<file path="src/rtl/chain_reader_pkg.sv">
package chain_reader_pkg;
  localparam int SAMPLE_W = 24;
  localparam int SLOT_W   = 32;

  typedef struct packed {
    logic start;   // clear the shift register for a new frame
    logic sample;  // capture sdo on this sclk fall
    logic load;    // publish the assembled words
  } rdStrobe_t;
endpackage

</file>
<file path="src/rtl/chain_reader_ctrl.sv">
module chain_reader_ctrl
  import chain_reader_pkg::*;
#(
  parameter int TOTAL_BITS = 48,
  parameter int HALF_DIV   = 2,
  parameter bit USE_CS     = 1'b1
) (
  input  logic       clk,
  input  logic       rstN,
  input  logic       drdyN,
  output logic       sclk,
  output logic       csN,
  output logic       wordsValid,
  output logic       overrun,
  output rdStrobe_t  strobe
);
  localparam int DIV_W = (HALF_DIV > 1) ? $clog2(HALF_DIV) : 1;
  localparam int BIT_W = $clog2(TOTAL_BITS + 1);
  localparam logic [DIV_W-1:0] DIV_LAST = DIV_W'(HALF_DIV - 1);
  localparam logic [BIT_W-1:0] BIT_LAST = BIT_W'(TOTAL_BITS);

  typedef enum logic {ST_IDLE, ST_SHIFT} state_t;

  state_t           state;
  logic [DIV_W-1:0] divCnt;
  logic [BIT_W-1:0] bitCnt;
  logic             drdyPrev;
  logic             startHit, abortHit, halfDone, finishHit;

  always_comb begin
    startHit  = (state == ST_IDLE) && drdyPrev && !drdyN;
    halfDone  = (divCnt == DIV_LAST);
    abortHit  = (state == ST_SHIFT) && drdyN && (bitCnt < BIT_LAST);
    finishHit = (state == ST_SHIFT) && !abortHit && halfDone && !sclk &&
                (bitCnt == BIT_LAST);
    strobe        = '0;
    strobe.start  = startHit;
    strobe.sample = (state == ST_SHIFT) && !abortHit && halfDone && sclk;
    strobe.load   = finishHit;
  end

  always_ff @(posedge clk) begin
    if (!rstN) begin
      state      <= ST_IDLE;
      divCnt     <= '0;
      bitCnt     <= '0;
      sclk       <= 1'b1;
      drdyPrev   <= 1'b1;
      wordsValid <= 1'b0;
      overrun    <= 1'b0;
    end else begin
      drdyPrev   <= drdyN;
      wordsValid <= finishHit;
      if (startHit) begin
        state  <= ST_SHIFT;
        divCnt <= '0;
        bitCnt <= '0;
        sclk   <= 1'b1;
      end else if (abortHit) begin
        state   <= ST_IDLE;
        overrun <= 1'b1;
        sclk    <= 1'b1;
      end else if (state == ST_SHIFT) begin
        if (halfDone) begin
          divCnt <= '0;
          sclk   <= !sclk;
          if (sclk) bitCnt <= bitCnt + 1'b1;
          if (finishHit) state <= ST_IDLE;
        end else begin
          divCnt <= divCnt + 1'b1;
        end
      end
    end
  end

  generate
    if (USE_CS) begin : g_cs
      assign csN = (state != ST_SHIFT);
    end else begin : g_nocs
      assign csN = 1'b0;
    end
  endgenerate
endmodule

</file>
<file path="src/rtl/chain_reader_datapath.sv">
module chain_reader_datapath
  import chain_reader_pkg::*;
#(
  parameter int CHAIN_LEN = 2
) (
  input  logic                        clk,
  input  logic                        rstN,
  input  logic                        sdo,
  input  rdStrobe_t                   strobe,
  output logic [CHAIN_LEN*SLOT_W-1:0] wordsOut
);
  localparam int TOTAL_BITS = SAMPLE_W * CHAIN_LEN;

  logic [TOTAL_BITS-1:0]           shiftReg;
  logic [CHAIN_LEN*SLOT_W-1:0]     slotNext;

  always_ff @(posedge clk) begin
    if (!rstN)              shiftReg <= '0;
    else if (strobe.start)  shiftReg <= '0;
    else if (strobe.sample) shiftReg <= {shiftReg[TOTAL_BITS-2:0], sdo};
  end

  genvar gi;
  generate
    for (gi = 0; gi < CHAIN_LEN; gi++) begin : g_slot
      localparam int TOP = TOTAL_BITS - 1 - gi * SAMPLE_W;
      assign slotNext[gi*SLOT_W +: SLOT_W] =
        {{(SLOT_W-SAMPLE_W){shiftReg[TOP]}}, shiftReg[TOP -: SAMPLE_W]};
    end
  endgenerate

  always_ff @(posedge clk) begin
    if (!rstN)            wordsOut <= '0;
    else if (strobe.load) wordsOut <= slotNext;
  end
endmodule

</file>
<file path="src/rtl/chain_reader.sv">
module chain_reader
  import chain_reader_pkg::*;
#(
  parameter int CHAIN_LEN = 2,
  parameter int HALF_DIV  = 2,
  parameter bit USE_CS    = 1'b1
) (
  input  logic                        clk,
  input  logic                        rstN,
  input  logic                        drdyN,
  input  logic                        sdo,
  output logic                        sclk,
  output logic                        csN,
  output logic [CHAIN_LEN*SLOT_W-1:0] wordsOut,
  output logic                        wordsValid,
  output logic                        overrun
);
  localparam int TOTAL_BITS = SAMPLE_W * CHAIN_LEN;

  rdStrobe_t strobe;

  chain_reader_ctrl #(
    .TOTAL_BITS(TOTAL_BITS),
    .HALF_DIV  (HALF_DIV),
    .USE_CS    (USE_CS)
  ) u_ctrl (
    .clk       (clk),
    .rstN      (rstN),
    .drdyN     (drdyN),
    .sclk      (sclk),
    .csN       (csN),
    .wordsValid(wordsValid),
    .overrun   (overrun),
    .strobe    (strobe)
  );

  chain_reader_datapath #(
    .CHAIN_LEN(CHAIN_LEN)
  ) u_data (
    .clk     (clk),
    .rstN    (rstN),
    .sdo     (sdo),
    .strobe  (strobe),
    .wordsOut(wordsOut)
  );
endmodule

</file>
<file path="config.mk">
export PLATFORM = sky130hd
export DESIGN_NAME = chain_reader
export DESIGN_NICKNAME = d
export VERILOG_FILES = /design/src/rtl/chain_reader_pkg.sv /design/src/rtl/chain_reader_ctrl.sv /design/src/rtl/chain_reader_datapath.sv /design/src/rtl/chain_reader.sv
export SDC_FILE = /design/constraint.sdc
export NUM_CORES = 1
export LEC_CHECK = 0
export CAP_MARGIN = 20
export CORE_ASPECT_RATIO = 0.6
export CORE_MARGIN = 2
export CORE_UTILIZATION = 62
export DETAILED_ROUTE_END_ITERATION = 7
export DONT_BUFFER_PORTS = 1
export PLACE_DENSITY = 0.79
export SYNTH_ARGS = -nofsm -noshare
export SYNTH_HDL_FRONTEND = slang
export SYNTH_SLANG_ARGS = --single-unit
</file>
<file path="constraint.sdc">
create_clock -name clk -period 2.02 [get_ports clk]
set_clock_uncertainty 0.15 [all_clocks]
set_input_delay 0.101 -clock clk [delete_from_list [all_inputs] [get_ports clk]]
set_output_delay 0.101 -clock clk [all_outputs]
set_load 0.01 [all_outputs]
</file>
==> results.tsv <==
metric	value	unit
worst hold slack	0.127	ns
HP Class	input port to flop	
HP Start	drdyN	
worst r2r src	u_ctrl.state	
Initial Util	0.654	
minimum clock period	1.83	ns
1st-iter DRT viols	175	
Mapped Cells	494	
Final Hold Fails	0	
Setup TNS	0	ns
P&R area growth vs syn	6.05	%
Rel. slew slack	0.656	
Pwr Density	809	nW/um^2
R2R setup slack	0.19	ns
WHS Path Cells	4	
post-synthesis cell type count	29	
post-DP HPWL	4980	um
IO Port Bufs	0	
CP Cell Sequence	buf_4 > nand3_2 > or2_2 > or3_1 > a21oi_1	
clk root buf	clkbuf_8	
Final #Nets	486	
Post-CTS Setup Inserts	0	
Die Height	66.8	um
post-synth net total	500	
CP Max Fanout	12	
IO Count	72	
register bit total from synthesis	108	
Critical Path Start	u_ctrl.state	
Sink Count	108	
dpl cell area	4060	sq um
CP delay by family, top	simple AND/OR/NAND/NOR gates	
Ys Warns	0	
status	finished, final reports clean	
die span in x	109	um
CTS max path bufs	2	
Max-Cap Viols	0	
initial antenna violation count	0	
measured slew at the worst slew-check pin	0.517	ns
Reg-to-Reg End	u_ctrl.bitCnt[5]	
WL/cell	13.2	um
DR vias/cell	5.27	
CP required	2.15	ns
R2R depth	5	
sequential share of the synthesized area	0.531	
Num CTS Buffers	9	
Final Cycle Share	0.904	
Slew Viols, Final	0	
clock slew at reported path FFs	0.10	ns
CP max-delay cell	or2_2	
Routed Wire Length	7530	um
WP depth	5	
die area	7250	sq um
startpoint types	flop	
final setup margin	0.193	ns
P_leak	1.36	nW
share of layout cells above drive strength 1	0.0825	
CP Class	flop to flop	
Setup WS pre-CTS	-0.107	ns
crit path DAT	1.96	ns
DRT Pass-1 Iters	4	
Clk Latency, worst-skew pair	0.35	ns
vias in the first global route	2935	
# DRC	0	
largest net degree at the start of global routing	56	
Worst Path Buf+Inv	1	
RSZ-0062 raised after global routing	no	
Via Count	2998	
CP peak stage delay	0.43	ns
Post-Syn Area	4070	sq um
peak supply drop	0.458	mV
Post-Layout Inst Area	4320	sq um
CTS tree	done	
Rows	22	
Fillers	540	
# diodes	0	
first-pass GRT wire length	13000	um
syn avg cell area	8.24	sq um
worst setup path end	u_ctrl.bitCnt[5]	
f_max	547	MHz
Crit. End Element	flop	
core area	6220	sq um
Final ANT Viol Nets	0	
H-Tree Level Count	3	
grt ovf	0	
GRT Total Usage	0.230	
# setup viols final	0	
GPL Wtd Cong	0.827	
-- registers in the layout, summed over array words and instances (netlist names) --
register	cells
u_data.wordsOut	48
u_ctrl.drdyPrev	1
u_ctrl.bitCnt	6
u_ctrl.sclk	1
u_ctrl.state	1
u_ctrl.wordsValid	1
u_ctrl.divCnt	1
u_data.shiftReg	48
u_ctrl.overrun	1
-- area by class of cell --
| cell class | instances | area, sq um | area share |
|---|---|---|---|
| Tap cell | 84 | 105 | 0.0243 |
| Multi-Input combinational cell | 334 | 1630 | 0.378 |
| Timing Repair Buffer | 24 | 215 | 0.0498 |
| Clock inverter | 5 | 62.6 | 0.0145 |
| Clock buffer | 11 | 131 | 0.0304 |
| Sequential cell | 108 | 2160 | 0.501 |
| Inverter | 3 | 11.3 | 0.00261 |
-- where the power goes --
group / switching, W / total, W / internal (W)
combinational: 0.0000562 / 0.0000956 / 0.0000394
clock: 0.000683 / 0.00126 / 0.000579
sequential: 0.00000333 / 0.00214 / 0.00213
-- worst register-to-register path, cell delays in order, from the launching register on --
cell     delay (ns)
dfxtp_1        0.37
buf_4          0.15
nand3_2        0.15
or2_2          0.43
or3_1          0.38
a21oi_1        0.14
-- cell families (layout without fill, tap and decap cells) --
family | after synthesis | count (layout) | synth area share
flops | 108 | 108 | 0.531
simple gates | 224 | 224 | 0.222
buf+inv | 52 | 43 | 0.0716
compound gates | 103 | 103 | 0.158
fa+ha+maj | 2 | 2 | 0.00615
xor+xnor | 5 | 5 | 0.0108
-- metrics by stage --
| step | power [W] | instances | util |
|---|---|---|---|
| detailed placement | 0.00226 | 548 | 0.653 |
| global placement | 0.00226 | 548 | 0.653 |
| global route | 0.00362 | 569 | 0.694 |
| CTS | 0.00353 | 569 | 0.694 |
| floorplan | 0.00224 | 494 | - |
| finish | 0.00349 | 569 | 0.694 |
-- routing by layer --
metal  up-vias  global-route usage  share of wire
li1       1541                   -              -
met1      1373               0.285           0.47
met2        76               0.387           0.46
met3         8              0.0695          0.064
met4         0              0.0721         0.0090
met5         -                   0              0
-- layout by cell type, fill, tap and decap left out, types with 2 or more instances in the layout --
| master | count |
|---|---|
| nor3b_1 | 2 |
| nor3_1 | 3 |
| clkinv_4 | 2 |
| buf_12 | 2 |
| dlygate4sd3_1 | 4 |
| inv_1 | 3 |
| xnor2_1 | 5 |
| a21boi_1 | 2 |
| clkbuf_1 | 2 |
| dfxtp_1 | 108 |
| a21boi_0 | 46 |
| nand2_1 | 195 |
| nand3_1 | 2 |
| ha_1 | 2 |
| clkinvlp_4 | 2 |
| nor2_1 | 7 |
| nor2b_1 | 4 |
| a21oi_1 | 52 |
| clkbuf_8 | 9 |
| buf_4 | 18 |
-- what timing repair did --
item	CTS	global route
endpoints found under the setup margin	46	0
hold endpoints to repair	62	0
hold buffers	5	0
gates resized for setup	1	0
-- synth_stat cells (all sizes together) --
master	number	area share
clkbuf	16	0.015
and4	2	0.0043
or2	1	0.0015
nor2	8	0.0074
nor3	3	0.0037
nand2b	2	0.0031
dfxtp	108	0.53
nand3	3	0.0049
and4bb	1	0.0031
ha	2	0.0061
or3	1	0.0015
and2	1	0.0015
a21oi	52	0.064
o31ai	1	0.0018
buf	33	0.054
nand4	1	0.0015
nor2b	4	0.0061
nor3b	2	0.0037
a21boi	49	0.091
nand2	195	0.18
o21ai	1	0.0012
xnor2	5	0.011
inv	3	0.0028
-- worst min-delay path by stage --
| stage | to | slack [ns] |
|---|---|---|
| floorplan | u_ctrl.drdyPrev | 0.02 |
| global placement | u_ctrl.drdyPrev | 0.03 |
| finish | u_ctrl.overrun | 0.13 |
| detailed placement | u_ctrl.drdyPrev | 0.03 |
| CTS | u_ctrl.overrun | 0.11 |
| global route | u_ctrl.overrun | 0.15 |
No activity file was read; power rests on OpenSTA's default activity.
